## config.mk

```make
export PLATFORM = sky130hd
export DESIGN_NAME = paged_map_decoder
export DESIGN_NICKNAME = d
export VERILOG_FILES = /design/src/rtl/pmd_pkg.sv /design/src/rtl/pmd_cmp3.sv /design/src/rtl/pmd_slot_dec.sv /design/src/rtl/pmd_bank_regs.sv /design/src/rtl/paged_map_decoder.sv
export SDC_FILE = /design/constraint.sdc
export NUM_CORES = 1
export LEC_CHECK = 0
export BUFFER_PORTS_ARGS = -buffer_cell sky130_fd_sc_hd__buf_2
export CORE_MARGIN = 2
export CORE_UTILIZATION = 54
export CTS_CLUSTER_DIAMETER = 30
export DETAILED_ROUTE_END_ITERATION = 8
export GPL_TIMING_DRIVEN = 0
export PLACE_DENSITY = 0.77
export SETUP_SLACK_MARGIN = 0.4
export SYNTH_ARGS = -nofsm -noshare
export SYNTH_HDL_FRONTEND = slang
export SYNTH_SLANG_ARGS = --single-unit
```

## constraint.sdc

```tcl
create_clock -name clk -period 3.3 [get_ports clk]
set_input_delay 0.99 -clock clk [delete_from_list [all_inputs] [get_ports clk]]
set_output_delay 0.99 -clock clk [all_outputs]
set_load 0.01 [all_outputs]
```

## src/rtl/pmd_pkg.sv

```systemverilog
package pmd_pkg;
    typedef enum logic [1:0] {
        RGN_RAM = 2'd0,
        RGN_IO  = 2'd1,
        RGN_WIN = 2'd2,
        RGN_ROM = 2'd3
    } region_e;
endpackage

```

## src/rtl/pmd_cmp3.sv

```systemverilog
module pmd_cmp3 #(
    parameter int W = 8
) (
    input  logic [W-1:0] a,
    input  logic [W-1:0] b,
    output logic         lt,
    output logic         eq,
    output logic         gt
);
    always_comb begin
        lt = (a < b);
        eq = (a == b);
        gt = (a > b);
    end
endmodule

```

## src/rtl/pmd_slot_dec.sv

```systemverilog
module pmd_slot_dec #(
    parameter int SEL_W = 4,
    localparam int N    = 1 << SEL_W
) (
    input  logic             en,
    input  logic [SEL_W-1:0] sel,
    output logic [N-1:0]     onehot
);
    for (genvar g = 0; g < N; g++) begin : g_slot
        assign onehot[g] = en && (sel == SEL_W'(g));
    end
endmodule

```

## src/rtl/pmd_bank_regs.sv

```systemverilog
module pmd_bank_regs #(
    parameter int WIN_CNT = 16,
    parameter int BANK_W  = 8,
    localparam int IDX_W  = $clog2(WIN_CNT)
) (
    input  logic              clk,
    input  logic              rst_n,
    input  logic              wr_en,
    input  logic [IDX_W-1:0]  wr_idx,
    input  logic [BANK_W-1:0] wr_data,
    input  logic [IDX_W-1:0]  rd_idx,
    output logic [BANK_W-1:0] rd_data,
    input  logic [IDX_W-1:0]  win_idx,
    output logic [BANK_W-1:0] win_bank
);
    typedef struct packed {
        logic [WIN_CNT-1:0][BANK_W-1:0] bank;
    } state_t;

    state_t st_d, st_q;

    always_comb begin
        st_d = st_q;
        if (wr_en) begin
            st_d.bank[wr_idx] = wr_data;
        end
    end

    always_ff @(posedge clk or negedge rst_n) begin
        if (!rst_n) begin
            for (int i = 0; i < WIN_CNT; i++) begin
                st_q.bank[i] <= BANK_W'(i);
            end
        end else begin
            st_q <= st_d;
        end
    end

    assign rd_data  = st_q.bank[rd_idx];
    assign win_bank = st_q.bank[win_idx];
endmodule

```

## src/rtl/paged_map_decoder.sv

```systemverilog
module paged_map_decoder #(
    parameter int ADDR_W  = 16,
    parameter int HI_W    = 8,
    parameter int DATA_W  = 8,
    parameter int SLOT_CNT = 16,
    parameter int WIN_CNT = 16,
    parameter int WIN_AW  = 10,
    parameter logic [HI_W-1:0] IO_PAGE = 8'h7F,
    localparam int LO_W      = ADDR_W - HI_W,
    localparam int SLOT_SEL_W = $clog2(SLOT_CNT),
    localparam int WIN_IDX_W = $clog2(WIN_CNT),
    localparam int SRAM_AW   = DATA_W + WIN_AW
) (
    input  logic                clk,
    input  logic                rst_n,
    input  logic [ADDR_W-1:0]   bus_addr,
    input  logic                bus_wr,
    input  logic [DATA_W-1:0]   bus_wdata,
    output logic                cs_ram,
    output logic [SLOT_CNT-1:0] cs_io,
    output logic                cs_win,
    output logic                cs_rom,
    output logic                mem_we,
    output logic [SRAM_AW-1:0]  sram_addr,
    output logic [DATA_W-1:0]   reg_rdata
);
    import pmd_pkg::*;

    localparam int WIN_BASE_I = (int'(IO_PAGE) + 1) << LO_W;
    localparam int ROM_BASE_I = WIN_BASE_I + WIN_CNT * (1 << WIN_AW);

    typedef struct packed {
        region_e             rgn;
        logic                we;
        logic                reg_wr;
        logic [SRAM_AW-1:0]  sram;
        logic [DATA_W-1:0]   rdata;
    } dec_t;

    logic                  hi_lt, hi_eq, hi_gt;
    logic [SLOT_CNT-1:0]   slot_sel;
    logic [ADDR_W-1:0]     win_off;
    logic [WIN_IDX_W-1:0]  win_idx;
    logic [WIN_IDX_W-1:0]  reg_idx;
    logic [DATA_W-1:0]     reg_val;
    logic [DATA_W-1:0]     win_bank;
    logic                  slot0_hit;
    dec_t                  dec_d;

    pmd_cmp3 #(.W(HI_W)) u_cmp (
        .a  (bus_addr[ADDR_W-1 -: HI_W]),
        .b  (IO_PAGE),
        .lt (hi_lt),
        .eq (hi_eq),
        .gt (hi_gt)
    );

    pmd_slot_dec #(.SEL_W(SLOT_SEL_W)) u_slots (
        .en     (hi_eq),
        .sel    (bus_addr[LO_W-1 -: SLOT_SEL_W]),
        .onehot (slot_sel)
    );

    assign win_off   = bus_addr - ADDR_W'(WIN_BASE_I);
    assign win_idx   = WIN_IDX_W'(win_off >> WIN_AW);
    assign reg_idx   = bus_addr[WIN_IDX_W-1:0];
    assign slot0_hit = slot_sel[0];

    pmd_bank_regs #(.WIN_CNT(WIN_CNT), .BANK_W(DATA_W)) u_banks (
        .clk      (clk),
        .rst_n    (rst_n),
        .wr_en    (dec_d.reg_wr),
        .wr_idx   (reg_idx),
        .wr_data  (bus_wdata),
        .rd_idx   (reg_idx),
        .rd_data  (reg_val),
        .win_idx  (win_idx),
        .win_bank (win_bank)
    );

    always_comb begin
        dec_d = '0;
        if (hi_lt) begin
            dec_d.rgn = RGN_RAM;
        end else if (hi_eq) begin
            dec_d.rgn = RGN_IO;
        end else if ({1'b0, bus_addr} >= (ADDR_W+1)'(ROM_BASE_I)) begin
            dec_d.rgn = RGN_ROM;
        end else begin
            dec_d.rgn = RGN_WIN;
        end
        dec_d.we     = bus_wr && (dec_d.rgn != RGN_ROM);
        dec_d.reg_wr = bus_wr && slot0_hit;
        if (dec_d.rgn == RGN_WIN) begin
            dec_d.sram = {win_bank, bus_addr[WIN_AW-1:0]};
        end
        if (slot0_hit) begin
            dec_d.rdata = reg_val;
        end
    end

    assign cs_ram    = (dec_d.rgn == RGN_RAM);
    assign cs_io     = slot_sel;
    assign cs_win    = (dec_d.rgn == RGN_WIN);
    assign cs_rom    = (dec_d.rgn == RGN_ROM);
    assign mem_we    = dec_d.we;
    assign sram_addr = dec_d.sram;
    assign reg_rdata = dec_d.rdata;
endmodule

```

==> results.toml <==
[global_route]
overflow = 0
antenna_found_initial = 0
grt_max_degree = 72
grt_first_pass_wirelength_mm = 36.2
grt_util_all_layers_pct = 35.1
grt_pass1_vias = 5967

[die]
die_w_um = 121
die_area_um2 = 14600
start_util_pct = 55.5
die_y_um = 121
io_pins = 73
core_area_um2 = 13300
rows = 42

[layout]
fill_cells = 822
diodes = 0
largest_reg_flops = 128
final_nets = 660
synthToLayoutAreaGrowth_pct = 31.3
seqCellArea_um2 = 3240
multiInputGateArea_um2 = 4230
drive_gt1_share_pct = 69.0
top_register = "u_banks.st_q"
biggestRegsByFlops = "u_banks.st_q (128)"

[clock_tree]
htreeDepth = 4
holdBufCountCts = 0
cts.sinks = 128
cts_buffers = 17
clk_latency_ps = 430
clockBufferDepth = 2
cts_tree = "yes"
clkTransAtPathRegs_ps = 60
cts_root_buf = "clkbuf_16"

[run_status]
status = "finished clean"

[yosys]
yosysSeqAreaShare_pct = 44.0
synth_ff_type = "dfrtp_1"
yosys.area.top_type_share_pct = 32.6
ys_seq_elements = 128
synth.distinct_cells = 39
syn_inst = 507
yosys_warnings = 0
synth_common_cells = "118 x mux2_2, 96 x dfrtp_1, 55 x mux4_2"
async_reset_ff_share_pct = 100
yosys-top-cells-area = "dfrtp_1 33%, mux2_2 18%, mux4_2 17%"
synth_top_area_cell = "dfrtp_1"
synth_nets = 534
synth_enable_flop_cells = 0
syn_area_um2 = 7370
syn_avg_cell_area_um2 = 14.5
synthMostInstantiatedCell = "mux2_2"

[sta]
max_freq_mhz = 306
worst_clock_skew_ps = 0
slew_headroom_pct = 38.5
period_minus_slack_ps = 3270
rsz0062_at_grt = "true"
slew_violations = 0
hold_ws_ps = 530
tightest_slew_ps = 921
period_share_pct = 99.1
finalSetupViolations = 0
hold_violations = 0
finalSetupTns_ps = 0

[detailed_routing]
totalWireLength_mm = 24.8
drt-wirelength-per-cell_um = 30.1
drt_iter0_drc = 517
drtAntennaViolNets = 0
vias = 5734
route.detailed.drc = 0
drt-pass1-iter-count = 5
vias_per_cell = 6.98

[critical_path]
cp_slowest_cell = "mux4_2"
cpPeakStageDelay_ps = 350
startpoint_type = "primary input"
critPathKind = "primary input to output pin"
cp_cell_sequence = "buf_4, clkbuf_16, clkbuf_16, mux4_2, mux2i_4, o22ai_4, buf_2"
crit_arrival_ps = 2280
crit_path_end_kind = "output pin"
required_ps = 2310
ff2ff_setup_slack_ps = 2460
critPathMostFrequentCell = "clkbuf_16"
crit_fanout = 7

[power_and_ir_drop]
p_int_w = 0.00294
leakagePower_nw = 4.41
power.total_w = 0.00386
power_frac_comb_pct = 10.3
switching_share_pct = 24.0
seq_power_share_pct = 40.7
ir_drop_v = 0.000369
clkPwrFrac_pct = 49.0
power.density_nw_per_um2 = 399
p_switching_w = 0.000926

[worst_hold_path]
hold_path.class = "flip-flop to flip-flop"

[placement]
portBuffers = 68
hpwl_mm = 13.8
routabilityCongestion = 0.845

[flow_run]
cap_viol_max_count = 0
[metrics by stage]
stage,setup WS [ps],cell area [µm²],utilization [%],instances
after floorplan,200,7590,-,507
after global placement,-852,8150,61.3,751
after detailed placement,-858,8180,61.6,752
after CTS,48.7,9440,71.0,811
after global routing,-10.1,9680,72.8,822
final,28.7,9680,72.8,822
[logic make-up after synthesis]
logic type,Yosys count,share of synthesized area [%]
buffers and inverters,39,2.46
AO/OA/AOI/OAI,26,2.61
multiplexers,224,42.3
AND/OR/NAND/NOR,90,8.60
flip-flops,128,44.0
[path summary, 6_finish.rpt]
check | startpoint | end | cells after the start
min in group asynchronous | rst_n | u_banks.st_q[85]$_DFFE_PN0P_ | 1
max reg2reg | u_banks.st_q[32]$_DFFE_PN0P_ | u_banks.st_q[32]$_DFFE_PN0P_ | 1
max in group asynchronous | rst_n | u_banks.st_q[123]$_DFFE_PN1P_ | 2
min reg2reg | u_banks.st_q[90]$_DFFE_PN0P_ | u_banks.st_q[90]$_DFFE_PN0P_ | 1
max | bus_addr[3] | reg_rdata[0] | 7
min | u_banks.st_q[90]$_DFFE_PN0P_ | u_banks.st_q[90]$_DFFE_PN0P_ | 1
[cell type report]
| type | instances | share of cell area (%) |
|---|---|---|
| flip-flops and latches | 128 | 33.5 |
| repair buffers | 107 | 9.05 |
| multi-input cells | 340 | 43.7 |
| clock inverters | 9 | 1.10 |
| well taps | 176 | 2.27 |
| clock buffers | 23 | 5.04 |
| inverters | 2 | 0.103 |
| plain buffers | 37 | 5.23 |
[power groups by stage]
stage                     sequential (W)  clock, W  combinational [W]
after global routing             0.00157   0.00196           0.000412
final                            0.00157   0.00189           0.000398
after detailed placement         0.00160         0           0.000287
after global placement           0.00160         0           0.000276
after CTS                        0.00157   0.00189           0.000368
after floorplan                  0.00160         0           0.000156
[per-layer routing]
layer  routed length (µm)  up-vias  global-route usage (%)
met4                 1600        0                    22.7
met3                 2740      133                    8.18
met2                11400      472                    54.2
met1                 9050     2890                    44.6
met5                    0        -                       0
li1                     -     2239                       -
[timing repair]
item | 4_1_cts | 5_1_grt
setup buffers | 20 | 10
pin swaps | 21 | 9
cloned | 7 | 1
setup endpoints to repair | 43 | 43
resized for setup | 81 | 29
[worst max-delay path, delay by kind of cell]
kind                   cells  cell delay [ps]
buffers and inverters      4              640
AOI/OAI and AO/OA          1              100
muxes                      2              550
[placed cells by master (no fill, tap or decap), types with 5 or more instances in the layout]
cell	instances
mux2_2	118
dfrtp_1	96
buf_2	66
mux4_2	55
dfstp_2	32
mux2i_1	31
buf_4	26
clkbuf_16	25
buf_12	15
o22ai_2	13
buf_6	12
nor2_1	11
and2_1	11
clkbuf_1	10
nor2_2	9
mux2_4	8
nand3_2	8
a221o_1	7
nor2b_2	6
buf_16	6
mux2i_2	5
nor3_2	5
clkbuf_8	5
No activity file was read; power rests on OpenSTA's default activity.
